`src/rtl/gpio_port_pkg.sv`:
```
package gpio_port_pkg;
  typedef enum logic [1:0] {
    ADDR_PIN  = 2'd0,
    ADDR_LAT  = 2'd1,
    ADDR_DIR  = 2'd2,
    ADDR_CTRL = 2'd3
  } reg_addr_e;

  typedef struct packed {
    logic alt_sel;
    logic od_en;
    logic slave_en;
    logic bus_off;
    logic pu_en;
  } ctrl_t;

  localparam int CTRL_W = $bits(ctrl_t);
  localparam logic [CTRL_W-1:0] CTRL_RST = 5'b00010;
endpackage

```
`src/rtl/gpio_port_sync.sv`:
```
module gpio_port_sync #(
  parameter int WIDTH  = 8,
  parameter int STAGES = 2
) (
  input  logic             clk_i,
  input  logic             rst_ni,
  input  logic [WIDTH-1:0] d_i,
  output logic [WIDTH-1:0] q_o
);
  logic [STAGES-1:0][WIDTH-1:0] stg_q;

  for (genvar s = 0; s < STAGES; s++) begin : g_stage
    always_ff @(posedge clk_i or negedge rst_ni) begin
      if (!rst_ni) stg_q[s] <= '0;
      else if (s == 0) stg_q[s] <= d_i;
      else stg_q[s] <= stg_q[(s == 0) ? 0 : s-1];
    end
  end

  assign q_o = stg_q[STAGES-1];
endmodule

```
`src/rtl/gpio_port_regs.sv`:
```
module gpio_port_regs
  import gpio_port_pkg::*;
#(
  parameter int WIDTH = 8
) (
  input  logic             clk_i,
  input  logic             rst_ni,
  input  logic             we_i,
  input  logic [1:0]       addr_i,
  input  logic [WIDTH-1:0] wdata_i,
  input  logic [WIDTH-1:0] pin_sync_i,
  output logic [WIDTH-1:0] lat_o,
  output logic [WIDTH-1:0] dir_o,
  output ctrl_t            ctrl_o,
  output logic [WIDTH-1:0] rdata_o
);
  localparam int PAD_W = WIDTH - CTRL_W;

  logic [WIDTH-1:0] lat_q, dir_q;
  ctrl_t            ctrl_q;
  reg_addr_e        addr;

  assign addr = reg_addr_e'(addr_i);

  always_ff @(posedge clk_i or negedge rst_ni) begin
    if (!rst_ni) begin
      lat_q  <= '0;
      dir_q  <= '1;
      ctrl_q <= ctrl_t'(CTRL_RST);
    end else if (we_i) begin
      unique case (addr)
        ADDR_PIN, ADDR_LAT: lat_q  <= wdata_i;
        ADDR_DIR:           dir_q  <= wdata_i;
        ADDR_CTRL:          ctrl_q <= ctrl_t'(wdata_i[CTRL_W-1:0]);
        default:            ;
      endcase
    end
  end

  always_comb begin
    unique case (addr)
      ADDR_PIN:  rdata_o = pin_sync_i;
      ADDR_LAT:  rdata_o = lat_q;
      ADDR_DIR:  rdata_o = dir_q;
      ADDR_CTRL: rdata_o = {{PAD_W{1'b0}}, ctrl_q};
      default:   rdata_o = '0;
    endcase
  end

  assign lat_o  = lat_q;
  assign dir_o  = dir_q;
  assign ctrl_o = ctrl_q;
endmodule

```
`src/rtl/gpio_port_pad_mux.sv`:
```
module gpio_port_pad_mux
  import gpio_port_pkg::*;
#(
  parameter int WIDTH    = 8,
  parameter int CTL_PINS = 3,
  parameter int ALT_PIN  = 7
) (
  input  logic [WIDTH-1:0] lat_i,
  input  logic [WIDTH-1:0] dir_i,
  input  ctrl_t            ctrl_i,
  input  logic [WIDTH-1:0] bus_addr_i,
  input  logic             bus_drive_i,
  input  logic             alt_out_i,
  output logic [WIDTH-1:0] pad_out_o,
  output logic [WIDTH-1:0] pad_oe_o,
  output logic [WIDTH-1:0] pad_pu_o
);
  logic bus_own;
  assign bus_own = ~ctrl_i.bus_off;

  for (genvar i = 0; i < WIDTH; i++) begin : g_pin
    logic gp_out, gp_oe;

    if (i == ALT_PIN) begin : g_alt
      // peripheral override; open-drain only pulls low
      assign gp_out = ctrl_i.alt_sel ? (alt_out_i & ~ctrl_i.od_en) : lat_i[i];
      assign gp_oe  = ctrl_i.alt_sel ? (~ctrl_i.od_en | ~alt_out_i) : ~dir_i[i];
    end else if (i < CTL_PINS) begin : g_ctl
      assign gp_out = lat_i[i];
      assign gp_oe  = ~dir_i[i] & ~ctrl_i.slave_en;
    end else begin : g_plain
      assign gp_out = lat_i[i];
      assign gp_oe  = ~dir_i[i];
    end

    assign pad_out_o[i] = bus_own ? bus_addr_i[i] : gp_out;
    assign pad_oe_o[i]  = bus_own ? bus_drive_i   : gp_oe;
    assign pad_pu_o[i]  = ctrl_i.pu_en & dir_i[i] & ~bus_own;
  end
endmodule

```
`src/rtl/gpio_mux_port.sv`:
```
module gpio_mux_port
  import gpio_port_pkg::*;
#(
  parameter int WIDTH       = 8,
  parameter int SYNC_STAGES = 2,
  parameter int CTL_PINS    = 3,
  parameter int ALT_PIN     = 7
) (
  input  logic                clk_i,
  input  logic                rst_ni,
  input  logic                reg_we_i,
  input  logic [1:0]          reg_addr_i,
  input  logic [WIDTH-1:0]    reg_wdata_i,
  output logic [WIDTH-1:0]    reg_rdata_o,
  input  logic [WIDTH-1:0]    bus_addr_hi_i,
  input  logic                bus_drive_i,
  output logic [WIDTH-1:0]    bus_data_o,
  input  logic                alt_out_i,
  output logic [CTL_PINS-1:0] psp_ctl_o,
  input  logic [WIDTH-1:0]    pad_in_i,
  output logic [WIDTH-1:0]    pad_out_o,
  output logic [WIDTH-1:0]    pad_oe_o,
  output logic [WIDTH-1:0]    pad_pu_o
);
  logic [WIDTH-1:0] pin_sync, lat, dir;
  ctrl_t            ctrl;

  gpio_port_sync #(.WIDTH(WIDTH), .STAGES(SYNC_STAGES)) u_sync (
    .clk_i(clk_i), .rst_ni(rst_ni), .d_i(pad_in_i), .q_o(pin_sync)
  );

  gpio_port_regs #(.WIDTH(WIDTH)) u_regs (
    .clk_i(clk_i), .rst_ni(rst_ni), .we_i(reg_we_i), .addr_i(reg_addr_i),
    .wdata_i(reg_wdata_i), .pin_sync_i(pin_sync), .lat_o(lat), .dir_o(dir),
    .ctrl_o(ctrl), .rdata_o(reg_rdata_o)
  );

  gpio_port_pad_mux #(.WIDTH(WIDTH), .CTL_PINS(CTL_PINS), .ALT_PIN(ALT_PIN)) u_mux (
    .lat_i(lat), .dir_i(dir), .ctrl_i(ctrl), .bus_addr_i(bus_addr_hi_i),
    .bus_drive_i(bus_drive_i), .alt_out_i(alt_out_i), .pad_out_o(pad_out_o),
    .pad_oe_o(pad_oe_o), .pad_pu_o(pad_pu_o)
  );

  assign bus_data_o = pad_in_i;
  assign psp_ctl_o  = (ctrl.slave_en & ctrl.bus_off) ? pin_sync[CTL_PINS-1:0] : '0;
endmodule

```
`config.mk`:
```
export PLATFORM = sky130hd
export DESIGN_NAME = gpio_mux_port
export DESIGN_NICKNAME = d
export VERILOG_FILES = /design/src/rtl/gpio_port_pkg.sv /design/src/rtl/gpio_port_sync.sv /design/src/rtl/gpio_port_regs.sv /design/src/rtl/gpio_port_pad_mux.sv /design/src/rtl/gpio_mux_port.sv
export SDC_FILE = /design/constraint.sdc
export NUM_CORES = 1
export LEC_CHECK = 0
export ABC_AREA = 1
export BUFFER_PORTS_ARGS = -buffer_cell sky130_fd_sc_hd__buf_2
export CAP_MARGIN = 20
export CORE_UTILIZATION = 42
export DETAILED_ROUTE_END_ITERATION = 8
export GPL_TIMING_DRIVEN = 0
export PLACE_DENSITY = 0.78
export SLEW_MARGIN = 0
export SYNTH_ARGS = -nofsm -noshare
export SYNTH_HDL_FRONTEND = slang
export SYNTH_HIERARCHICAL = 1
export SYNTH_SLANG_ARGS = --single-unit
export TNS_END_PERCENT = 20
```
`constraint.sdc`:
```
create_clock -name clk_i -period 1.2 [get_ports clk_i]
set_input_delay 0.24 -clock clk_i [delete_from_list [all_inputs] [get_ports clk_i]]
set_output_delay 0.24 -clock clk_i [all_outputs]
set_load 0.1 [all_outputs]
```
==> results.sh <==
export IMPL_synth_fp_nets=265
export IMPL_cts_buffers=5
export IMPL_period_needed_ns=1.766
export IMPL_cts_buffer_depth=2
export IMPL_cp_common_cell="buf_12"
export IMPL_port_buffers=71
export IMPL_die_area_um2=4780
export IMPL_ctsRootBufferMaster="clkbuf_8"
export IMPL_tns_ns=-16.98
export IMPL_syn_area_um2=1893
export IMPL_wl_per_cell_um=14.46
export IMPL_grt_max_degree=38
export IMPL_grt_pass1_vias=1813
export IMPL_final_fill_count=260
export IMPL_hold_ws_ns=0.02635
export IMPL_required_ns=0.96
export IMPL_overflow=0
export IMPL_syn_instance_count=234
export IMPL_postCtsHoldBufs=0
export IMPL_synth_avg_cell_area_um2=8.090
export IMPL_synth_edf_count=0
export IMPL_cts_tree="yes"
export IMPL_power_mw=5.593
export IMPL_hold_viol=0
export IMPL_placedInstanceArea_um2=2522
export IMPL_drtIter0Drc=102
export IMPL_antenna_left=0
export IMPL_timing_rr_start="u_regs/ctrl_o[1]$_DFFE_PN1P_"
export IMPL_fin_worst_skew_ns=0.002938
export IMPL_cp_max_fo=5
export IMPL_cts_max_level=2
export IMPL_power_density_nw_per_um2=1672
export IMPL_area_growth_pct=76.67
export IMPL_io_pins=74
export IMPL_r2r_slack_ns=0.17
export IMPL_rows=24
export IMPL_yosys_register_bits=37
export IMPL_cap_violations=0
export IMPL_dominantRegCellSynth="dfrtp_1"
export IMPL_ys_top_cells_by_count="83 x nand2_1, 28 x dfrtp_1, 23 x nand3_1, 19 x inv_1, 17 x buf_4"
export IMPL_timing_final_crit_share=1.472
export IMPL_via_per_inst=5.024
export IMPL_max_freq_mhz=566.2
export IMPL_worst_r2r_endpoint="u_regs/ctrl_o[1]$_DFFE_PN1P_"
export IMPL_slowest_delay_ns=0.56
export IMPL_antenna_cells=0
export IMPL_clock_latency_ns=0.29
export IMPL_crit_start="u_regs/ctrl_o[1]$_DFFE_PN1P_"
export IMPL_finalNetCount=348
export IMPL_synth_most_common_cell="nand2_1"
export IMPL_max_slew_margin_rel=0.4730
export IMPL_violations="setup timing"
export IMPL_grt_usage=0.2370
export IMPL_crit_type="reg2out"
export IMPL_reg2regPathDepth=4
export IMPL_seq_area_frac_synth=0.4950
export IMPL_grt_pass1_wl_um=8783
export IMPL_yosysTopAreaCell="dfrtp_1"
export IMPL_start_util=0.4348
export IMPL_cp_end_kind="primary output"
export IMPL_worstHoldPathType="in2async"
export IMPL_drtPass1Iterations=4
export IMPL_path_clk_slew_ns=0.07
export IMPL_yosysWarningCount=6
export IMPL_setup_viol=35
export IMPL_crit_chain="buf_12 > inv_8 > buf_12 > o21ai_4 > buf_12"
export IMPL_dp_cells=357
export IMPL_cts_sinks=37
export IMPL_ys_async_sr_fraction=1.000
export IMPL_fin_area_um2=3344
export IMPL_synth_top_area_frac=0.3701
export IMPL_crit_path_start_kind="flip-flop"
export IMPL_vias=1859
export IMPL_drive_gt1_frac=0.5472
export IMPL_antenna_found_initial=0
export IMPL_slew_viol_final=0
export IMPL_die_y_um=69.14
export IMPL_dp_hpwl_um=3250
export IMPL_gp_routability_congestion=0.8718
export IMPL_wirelength_um=5349
export IMPL_stdcell_count=370
export IMPL_worst_slack_ns=-0.5662
export IMPL_yosys_top_cells_area="dfrtp_1 37%, nand2_1 16%, dfstp_2 12%, buf_4 6.7%, nand3_1 6.1%"
export IMPL_crit_arrival_ns=1.53
export IMPL_ir_drop_mv=1.132
export IMPL_rsz0062_at_grt="yes"
export IMPL_tightest_slew_ns=0.7905
export IMPL_status="finished, violations left"
export IMPL_drc_errors=0
export IMPL_core_area_um2=4354
export IMPL_dieWidth_um=69.14
export IMPL_p_leak_nw=1.603
export IMPL_slowest_stage="dfstp_2"
export IMPL_synth_cell_types=20
[final cells by class]
cell class,count,area (µm²),share of cell area
repair buffers,76,928.4,0.2776
flip-flops and latches,37,937.1,0.2802
clock inverters,1,30.03,0.008979
well taps,52,65.06,0.01945
inverters,23,98.84,0.02955
multi-input cells,151,984.7,0.2944
clock buffers,7,86.33,0.02581
plain buffers,23,214.0,0.06397
[layout by cell type, fill, tap and decap left out]
master	n
nand3_4	1
nand2_8	2
clkbuf_8	6
nand2_4	5
nand4_1	5
clkbuf_1	1
buf_12	32
buf_2	37
nor2_2	2
nor2_1	2
buf_16	1
nand3_1	14
bufinv_16	1
inv_8	1
buf_6	3
inv_2	2
o21ai_1	10
inv_1	19
nand2_2	15
nand2_1	65
inv_6	1
o21ai_4	7
dfstp_2	9
dfrtp_1	28
buf_8	8
buf_4	18
nand3_2	9
nor2_4	14
[per-stage QoR]
stage                       util  worst slack [ns]
final                     0.7681           -0.5662
after global routing      0.7681           -0.6217
after CTS                 0.7342           -0.5789
after detailed placement  0.5793           -0.5326
after global placement    0.5793           -0.5159
after floorplan                -           -0.4920
[worst max-delay path, delay by kind of cell, from the launching register on]
kind                   cells  cell delay (ns)
DFF                        1             0.56
buffers and inverters      4             0.53
AOI/OAI and AO/OA          1             0.14
[what timing repair did]
action,CTS,global route
endpoints found under the setup margin,35,35
buffers inserted,2,1
gates resized for setup,143,27
pin swaps,8,5
cloned,2,0
[cell families (layout without fill, tap and decap cells)]
family / count (synthesis) / in the layout / synth area share
simple gates: 134 / 134 / 0.3093
buf+inv: 46 / 130 / 0.1447
flops: 37 / 37 / 0.4950
compound gates: 17 / 17 / 0.05090
[power by group]
group	switching, mW	total (mW)	internal, mW
registers	0.162	1.58	1.42
logic	1.94	2.92	0.979
clock network	0.421	1.10	0.677
[sequential cells by signal, summed over array words and instances (netlist names)]
register	cells
u_regs/ctrl_o	5
u_regs/dir_o	8
u_regs/lat_o	8
u_sync/q_o	8
u_sync/stg_q	8
[layer usage]
| layer | routed length [µm] | up-vias | GRT usage | part of all wire |
|---|---|---|---|---|
| met5 | 0 | - | 0 | 0 |
| met4 | 118 | 0 | 0.08844 | 0.022 |
| met3 | 385 | 12 | 0.05556 | 0.072 |
| met2 | 2847 | 103 | 0.4164 | 0.53 |
| met1 | 1998 | 865 | 0.2797 | 0.37 |
| li1 | - | 879 | - | - |
[worst max-delay path by stage]
stage,to,depth (start not counted)
after floorplan,reg_rdata_o[0],4
after global placement,pad_pu_o[0],3
after detailed placement,pad_pu_o[6],3
after CTS,pad_oe_o[2],5
after global routing,pad_oe_o[4],5
final,pad_oe_o[4],5
No activity file was read; power rests on OpenSTA's default activity.
